<file path="config.mk">
export PLATFORM = sky130hd
export DESIGN_NAME = cabac_bin_core
export DESIGN_NICKNAME = d
export VERILOG_FILES = /design/src/rtl/cabac_bin_core.sv
export SDC_FILE = /design/constraint.sdc
export NUM_CORES = 2
export LEC_CHECK = 0
export BUFFER_PORTS_ARGS = -buffer_cell sky130_fd_sc_hd__buf_2
export CAP_MARGIN = 10
export CORE_MARGIN = 2
export CORE_UTILIZATION = 45
export DETAILED_ROUTE_END_ITERATION = 8
export SLEW_MARGIN = 20
export SYNTH_ARGS = -nofsm -noshare
export SYNTH_HDL_FRONTEND = slang
export SYNTH_SLANG_ARGS = --single-unit
</file>
<file path="constraint.sdc">
create_clock -name clk -period 34.4 [get_ports clk]
set_input_delay 6.88 -clock clk [delete_from_list [all_inputs] [get_ports clk]]
set_output_delay 6.88 -clock clk [all_outputs]
set_load 0.01 [all_outputs]
</file>
<file path="src/rtl/cabac_bin_core.sv">
module cabac_bin_core #(
  parameter int NCTX = 399,
  parameter int IDXW = $clog2(NCTX),
  parameter int STW  = 6,
  parameter int CW   = STW + 1
) (
  input  logic            clk,
  input  logic            rst_n,
  input  logic            slice_go,
  input  logic [8:0]      slice_bits,
  input  logic            ctx_ld,
  input  logic [IDXW-1:0] ctx_ld_idx,
  input  logic [CW-1:0]   ctx_ld_val,
  input  logic            req_vld,
  input  logic [1:0]      req_mode,
  input  logic [IDXW-1:0] req_ctx,
  output logic            bin_vld,
  output logic            bin_val,
  output logic [3:0]      shift_cnt,
  input  logic [7:0]      refill_bits
);
  localparam logic [1:0] M_CTX = 2'd0, M_BYP = 2'd1, M_TRM = 2'd2;
  localparam logic [8:0] RNG_INIT = 9'd510;
  localparam logic [STW-1:0] ST_TOP = STW'(62);

  logic [CW-1:0]   mem [NCTX];
  logic [8:0]      rng, off;
  logic            s2_v;
  logic [1:0]      s2_mode;
  logic [IDXW-1:0] s2_idx;
  logic [CW-1:0]   s2_ctx;

  logic [STW-1:0]  st, st_nx;
  logic            mps, mps_nx;
  logic [23:0]     prod;
  logic [8:0]      lps_w, rmps, r_sub, o_sub, r_nx, o_nx;
  logic [9:0]      o_byp;
  logic            hit, skip, wr_en;
  logic [3:0]      sh;
  logic [16:0]     o_sh;
  logic [CW-1:0]   wb_val;

  assign st   = s2_ctx[CW-1:1];
  assign mps  = s2_ctx[0];
  assign prod = (24'(9'd288) + 24'({rng[7:6], 6'd0})) * 24'(15'd30000 - 15'(st * 9'd440));
  assign lps_w = prod[24-1:16] == 8'd0 ? 9'd1 : {1'b0, prod[23:16]};
  assign rmps  = rng - lps_w;
  assign o_byp = {off, refill_bits[7]};

  always_comb begin
    hit   = 1'b0;
    skip  = 1'b0;
    r_sub = rng;
    o_sub = off;
    unique case (s2_mode)
      M_BYP: begin
        hit  = o_byp >= {1'b0, rng};
        skip = 1'b1;
      end
      M_TRM: begin
        r_sub = rng - 9'd2;
        hit   = off >= r_sub;
        skip  = hit;
      end
      default: begin
        hit   = off >= rmps;
        r_sub = hit ? lps_w : rmps;
        o_sub = hit ? off - rmps : off;
      end
    endcase
  end

  always_comb begin
    sh = 4'd0;
    for (int i = 0; i < 9; i++)
      if (r_sub[i]) sh = 4'(8 - i);
  end

  assign o_sh = ({8'd0, o_sub} << sh) | 17'(refill_bits >> (4'd8 - sh));

  always_comb begin
    r_nx = r_sub;
    o_nx = o_sub;
    if (s2_mode == M_BYP) begin
      o_nx = hit ? 9'(o_byp - {1'b0, rng}) : o_byp[8:0];
    end else if (!skip) begin
      r_nx = r_sub << sh;
      o_nx = o_sh[8:0];
    end
  end

  always_comb begin
    if (hit) begin
      st_nx  = (st == '0) ? '0 : st - STW'(1) - (st >> 2);
      mps_nx = (st == '0) ? ~mps : mps;
    end else begin
      st_nx  = (st < ST_TOP) ? st + STW'(1) : st;
      mps_nx = mps;
    end
  end

  assign wb_val    = {st_nx, mps_nx};
  assign wr_en     = s2_v && (s2_mode == M_CTX);
  assign bin_vld   = s2_v;
  assign bin_val   = s2_v && ((s2_mode == M_CTX) ? (hit ? ~mps : mps) : hit);
  assign shift_cnt = !s2_v ? 4'd0 : (s2_mode == M_BYP) ? 4'd1 : skip ? 4'd0 : sh;

  always_ff @(posedge clk) begin
    if (ctx_ld) mem[ctx_ld_idx] <= ctx_ld_val;
    else if (wr_en) mem[s2_idx] <= wb_val;
  end

  always_ff @(posedge clk or negedge rst_n) begin
    if (!rst_n) begin
      s2_v    <= 1'b0;
      s2_mode <= M_CTX;
      s2_idx  <= '0;
      s2_ctx  <= '0;
    end else begin
      s2_v <= req_vld;
      if (req_vld) begin
        s2_mode <= req_mode;
        s2_idx  <= req_ctx;
        s2_ctx  <= (wr_en && s2_idx == req_ctx) ? wb_val : mem[req_ctx];
      end
    end
  end

  always_ff @(posedge clk or negedge rst_n) begin
    if (!rst_n) begin
      rng <= RNG_INIT;
      off <= '0;
    end else if (slice_go) begin
      rng <= RNG_INIT;
      off <= slice_bits;
    end else if (s2_v) begin
      rng <= r_nx;
      off <= o_nx;
    end
  end

  p_range_norm_r4: assert property (@(posedge clk) disable iff (!rst_n) rng[8]);
  p_shift_max_r4: assert property (@(posedge clk) disable iff (!rst_n)
    shift_cnt <= 4'd8);
  p_one_per_cycle_r2: assert property (@(posedge clk) disable iff (!rst_n)
    req_vld |=> bin_vld);
  p_bypass_range_r8: assert property (@(posedge clk) disable iff (!rst_n)
    (s2_v && s2_mode == M_BYP && !slice_go) |=> $stable(rng));
  p_term_skip_r7: assert property (@(posedge clk) disable iff (!rst_n)
    (bin_vld && s2_mode == M_TRM && bin_val) |-> shift_cnt == 4'd0);
  p_slice_init_r9: assert property (@(posedge clk) disable iff (!rst_n)
    slice_go |=> rng == RNG_INIT);
endmodule

</file>
== Yosys cells after proc, flatten, opt, wreduce, memory -nomap -nowiden ==
Memory sizes are Yosys's and may differ from the RTL's.
Index checks and enable logic that the tools add are counted.

* Flip-flop bits (word level): 37
* Memory bits (writable): 2793
* Output and inout port bits: 6
* Logic and storage cells: 84
* Memories: 1

* Add/subtract/negate cells: 10
* Multipliers: 2
* Order comparisons: 4
* Equal/unequal tests: 3
* Shift operators: 3
* Mux-type cells: 44
* Bitwise operators: 2
* Reduce and logical (&&, ||, !) cells: 9

{| class="wikitable"
|+ Memory list
! name !! words !! width !! read ports !! clocked after Yosys merged registers in !! wr ports !! line !! source
|-
| mem || 399 || 7 || 1 || 0 || 1 || 26 || <nowiki>logic [CW-1:0] mem [NCTX];</nowiki>
|}

{| class="wikitable"
|+ Operators by type and width
! operator !! number
|-
| $mux W9 || 13
|-
| $mux W4 || 12
|-
| $mul A11 B16 Y24 || 1
|-
| $ge A9 B9 Y1 || 2
|-
| $mux W6 || 3
|-
| $pmux W9 S2 || 1
|-
| $shl A9 B4 Y9 || 2
|-
| $sub A9 B9 Y9 || 2
|-
| $sub A15 B15 Y16 const A || 1
|-
| $mux W7 || 2
|-
| $mul A6 B6 Y12 const B || 1
|-
| $add A9 B8 Y10 const A || 1
|-
| $ge A10 B9 Y1 || 1
|-
| $mux W1 || 10
|-
| $eq A9 B9 Y1 || 1
|-
| $or A9 B9 Y9 || 1
|-
| $shr A8 B4 Y9 || 1
|-
| $sub A9 B2 Y9 const B || 1
|-
| $sub A9 B8 Y9 || 1
|-
| $logic_not A8 Y1 || 1
|-
| $mux W8 || 1
|-
| $reduce_or A7 Y1 || 1
|-
| $add A6 B1 Y6 const B || 1
|-
| $logic_not A6 Y1 || 1
|-
| other kinds (12) || 15
|}

== Depth between registers and ports, before layout ==
* Depth after elaboration: 25
* Depth in mapped cells: 58
* Depth with buffers taken out: 52

== Worst setup path after synthesis ==
No wires, ideal clock.

* Path kind: register to register
* Start: register s2_ctx[1]
* End: memory mem[0][4] (netlist bit), data pin
* Setup time: 3.295 ns
* Arrival time: 26.469 ns
* Required time: 31.105 ns
* Path slack: 4.636 ns
* Cell stages (with the launch flop): 49
* Period minus slack after synthesis: 29.764 ns
* Cell sequence: dfrtp_1 > clkbuf_1 > inv_1 > ha_1 > ha_1 > fa_1 > ha_1 > buf_2 > or2_2 > a21oi_1 > nor4_1 > a311oi_1 > xor2_1 > nand2_1 > fa_1 > inv_1 > ha_1 > inv_1 > [13 not listed] > nand2_1 > ha_1 > fa_1 > nor2b_1 > o21a_1 > nor3_1 > or2_2 > ha_1 > nand2_1 > or4b_4 > o31a_4 > a21oi_2 > o22a_1 > clkbuf_1 > buf_1 > clkbuf_1 > a31oi_1 > o21ai_0

* Longest elaborated chain between the ends: 10

{| class="wikitable"
|+ Ends and longest elaborated chain
! item !! line !! source
|-
| from (decl) || 31 || <nowiki>logic [CW-1:0] s2_ctx;</nowiki>
|-
| from (signal assigned) || 124 || <nowiki>s2_ctx <= (wr_en && s2_idx == req_ctx) ? wb_val : mem[req_ctx];</nowiki>
|-
| $mul A6 B6 Y12 || 45 || <nowiki>assign prod = (24'(9'd288) + 24'({rng[7:6], 6'd0})) * 24'(15'd30000 - 15'(st * 9'd440));</nowiki>
|-
| $sub A15 B15 Y16 || 45 ||
|-
| $mul A11 B16 Y24 || 45 ||
|-
| $logic_not A8 Y1 || 46 || <nowiki>assign lps_w = prod[24-1:16] == 8'd0 ? 9'd1 : {1'b0, prod[23:16]};</nowiki>
|-
| $mux W8 || 46 ||
|-
| $sub A9 B8 Y9 || 47 || <nowiki>assign rmps = rng - lps_w;</nowiki>
|-
| $ge A9 B9 Y1 || 66 || <nowiki>hit = off >= rmps;</nowiki>
|-
| $pmux W1 S2 || 55 || <nowiki>unique case (s2_mode)</nowiki>
|-
| $mux W6 * || 93 || <nowiki>if (hit) begin</nowiki>
|-
| $mux W7 (no line) * || -- ||
|-
| to (decl) || 26 ||
|}

Mark *: on every way between the ends. The rest lies on a longest branch, timed or not.

== Worst setup path in the final report ==
* Start: register s2_ctx[1]
* End: output port shift_cnt[0]

* Longest elaborated chain between the ends: 20

{| class="wikitable"
|+ Ends and longest elaborated chain
! item !! line !! source
|-
| $mul A6 B6 Y12 * || 45 ||
|-
| $sub A15 B15 Y16 * || 45 ||
|-
| $mul A11 B16 Y24 * || 45 ||
|-
| $logic_not A8 Y1 || 46 ||
|-
| $mux W8 * || 46 ||
|-
| $sub A9 B8 Y9 || 47 ||
|-
| $ge A9 B9 Y1 || 66 ||
|-
| $mux W9 * || 67 || <nowiki>r_sub = hit ? lps_w : rmps;</nowiki>
|-
| $pmux W9 S2 * || 55 ||
|-
| $mux W4 (7 in series) || 76 || <nowiki>if (r_sub[i]) sh = 4'(8 - i);</nowiki>
|-
| $mux W4 * || 76 ||
|-
| $mux W4 * (3 in series) || 106 || <nowiki>assign shift_cnt = !s2_v ? 4'd0 : (s2_mode == M_BYP) ? 4'd1 : skip ? 4'd0 : sh;</nowiki>
|-
| to (decl) || 19 || <nowiki>output logic [3:0] shift_cnt,</nowiki>
|}

Marked as above.

==> metrics <==
outcome=finished, final reports clean; Overflow after GRT=0; sequential fraction of the synthesis area=72.8%; leading area contributor after synthesis=edfxtp_1; Tot GR Track Use=21.2%; critical path type=flip-flop to output pin; Seq cells post-synth=~2800; worst slew margin relative to its limit=a little over a quarter; Synth Warn #=0; crit-path max cell delay=~0.67 ns; Max Cap Viol=0; Initial DRT Pass Iterations=6; Placer Congestion=0.857; Fin. Hold Viols=0; placed cells=around 8800; Tmin final=around 21 ns; worst skew pair latency=roughly 0.94 ns; routed wire length=about 280000 um; Vias/cell=~6.1; top-area cell type share of the netlist area=between 70% and 80%; share of cells above drive strength 1=about a quarter; postcts setup bufs=0; Fillers=slightly above 20000; die width=513 um; CTS tree=yes; Syn Nets=a little under 6000; Data arrival, critical path=13.93 ns; CTS clock-pin slew for the worst setup and hold paths=0.07 ns; CTS root buffer=clkbuf_16; remaining routing DRC violations=0; Synth cell types=93; Cell Area, Synth=around 0.12 mm^2; Max Freq=roughly 0.048 GHz; CTS resizes=0; Worst Tran Pin Value=around 1.1 ns; Worst Skew=roughly 0.070 ns; fin crit share=roughly 60%; Startpoint Class=flip-flop; Crit path top cell by count=ha_1; most frequent cells in the layout=edfxtp_1 (2793), mux4_2 (922), nor2_1 (485); num ports=between 50 and 60; CTS buffer count=304; die height=~510 um; Hold Buf Count CTS=0; clk sink count=between 2000 and 3000; Clock Tree Buf Depth=4; initial antenna violation count=18; Synth Area per Inst=20.8 um^2; Primary FF master, synth=edfxtp_1; core box area=~0.26 mm^2; vias in the first global route=about 57000; DR iter-0 viols=6108; setup tns final=0 ns; Final #Nets=5916; EDFF count, synth=approximately 2800; dpl ws=14.63 ns; maximum number of pins on one net before global-route repair=around 230; vias=~56000; CP Capture Type=output pin; final HPWL from detailed placement=around 170000 um; Slowest cell on crit path=dfrtp_1; DR WL/cell=roughly 30 um; crit path max fanout=22; die area=~0.26 mm^2; fraction of registers with async set/reset=1.31%; Final WS setup=between 10 and 15 ns; Routed Antenna Nets=0; Post-Synthesis Cells=5599; row count=about 190; global-route wire length before repair=approximately 400000 um; Final setup viols=0; commonest non-fill, non-tap cell in the layout=edfxtp_1; Area Growth Syn to Fin=11.7%; Max Slew Vio Count=0; Min-Delay Path Class=flip-flop to flip-flop; Finished Layout Cells=slightly above 9000; RSZ-0062 raised after global routing=false; number of I/O port buffers=54; Synth area leaders=edfxtp_1 (72%), mux4_2 (18%), nor2_1 (1.6%), ha_1 (1.2%), clkbuf_1 (0.64%); CP required=27.52 ns; H-tree depth=5; Initial Util=45.3%
[registers in the layout, summed over array words and instances, names as in the netlist]
| signal | cells |
|---|---|
| bin_vld | 1 |
| mem | 2793 |
| off | 9 |
| rng | 9 |
| s2_ctx | 7 |
| s2_idx | 9 |
| s2_mode | 2 |
[layer usage]
metal	part of all wire (%)	track usage (%)
met5	0.0068	0
met4	2.3	4.95
met3	6.3	3.14
met2	48	33.8
met1	43	31.1
[synthesized netlist by cell type, drive strengths merged, types with 31 or more instances]
library cell and instances:
buf 120, mux2i 49, nor2 485, mux4 922, inv 117, edfxtp 2793
ha 114, a21oi 59, o21ai 78, clkbuf 198, nand3 31, nand2 156
fa 37, xnor2 50
[path summary, 6_finish.rpt]
path / from / endpoint / slack (ns) / depth (start not counted)
setup reg to reg: s2_ctx[1] / mem[18][0] / 19.10 / 48
setup / recovery: s2_ctx[1] / shift_cnt[0] / 13.59 / 46
max in group asynchronous: rst_n / s2_ctx[0] / 27.99 / 1
min in group asynchronous: rst_n / off[1] / 5.98 / 1
hold reg to reg: rng[2] / rng[2] / 0.57 / 2
hold / removal: rng[2] / rng[2] / 0.57 / 2
[cell type report]
cell class | count | area [um^2] | area share [%]
Timing Repair Buffer | 129 | 1060 | 0.817
Multi-Input combinational cell | 2333 | 30000 | 23.1
Clock inverter | 178 | 1500 | 1.15
Tap cell | 3384 | 4230 | 3.26
Sequential cell | 2830 | 84800 | 65.2
Inverter | 118 | 443 | 0.341
Clock buffer | 352 | 7940 | 6.10
Antenna cell | 7 | 17.5 | 0.0135
[worst max-delay path: cells and delay by family, from the launching register on]
family	cells	cell delay, ns
buffers and inverters	5	0.75
DFF	1	0.67
and+or+nand+nor	11	2.13
muxes	1	0.22
xor gates and xnor gates	3	0.75
AOI/OAI and AO/OA	14	4.18
adders and majority gates	12	4.30
[cell families after synthesis]
kind of cell    after synthesis  synth area share (%)
mux                         988                  18.4
flops                      2830                  72.8
xor+xnor                     69                 0.526
fa+ha+maj                   151                  1.86
simple gates                823                  3.07
compound gates              302                  1.83
buf+inv                     436                  1.44
[stage by stage]
| step | hold slack [ns] | util, % | instance area (um^2) |
|---|---|---|---|
| global placement | 0.556 | 46.9 | 121000 |
| detailed placement | 0.554 | 46.9 | 121000 |
| finish | 0.572 | 50.6 | 130000 |
| floorplan | 0.501 | - | 116000 |
| CTS | 0.573 | 50.6 | 130000 |
| global route | 0.609 | 50.6 | 130000 |
Power is left out: the tool's default activity adds up to more than one toggle a clock period on the data nets, which glitch-free logic cannot reach.
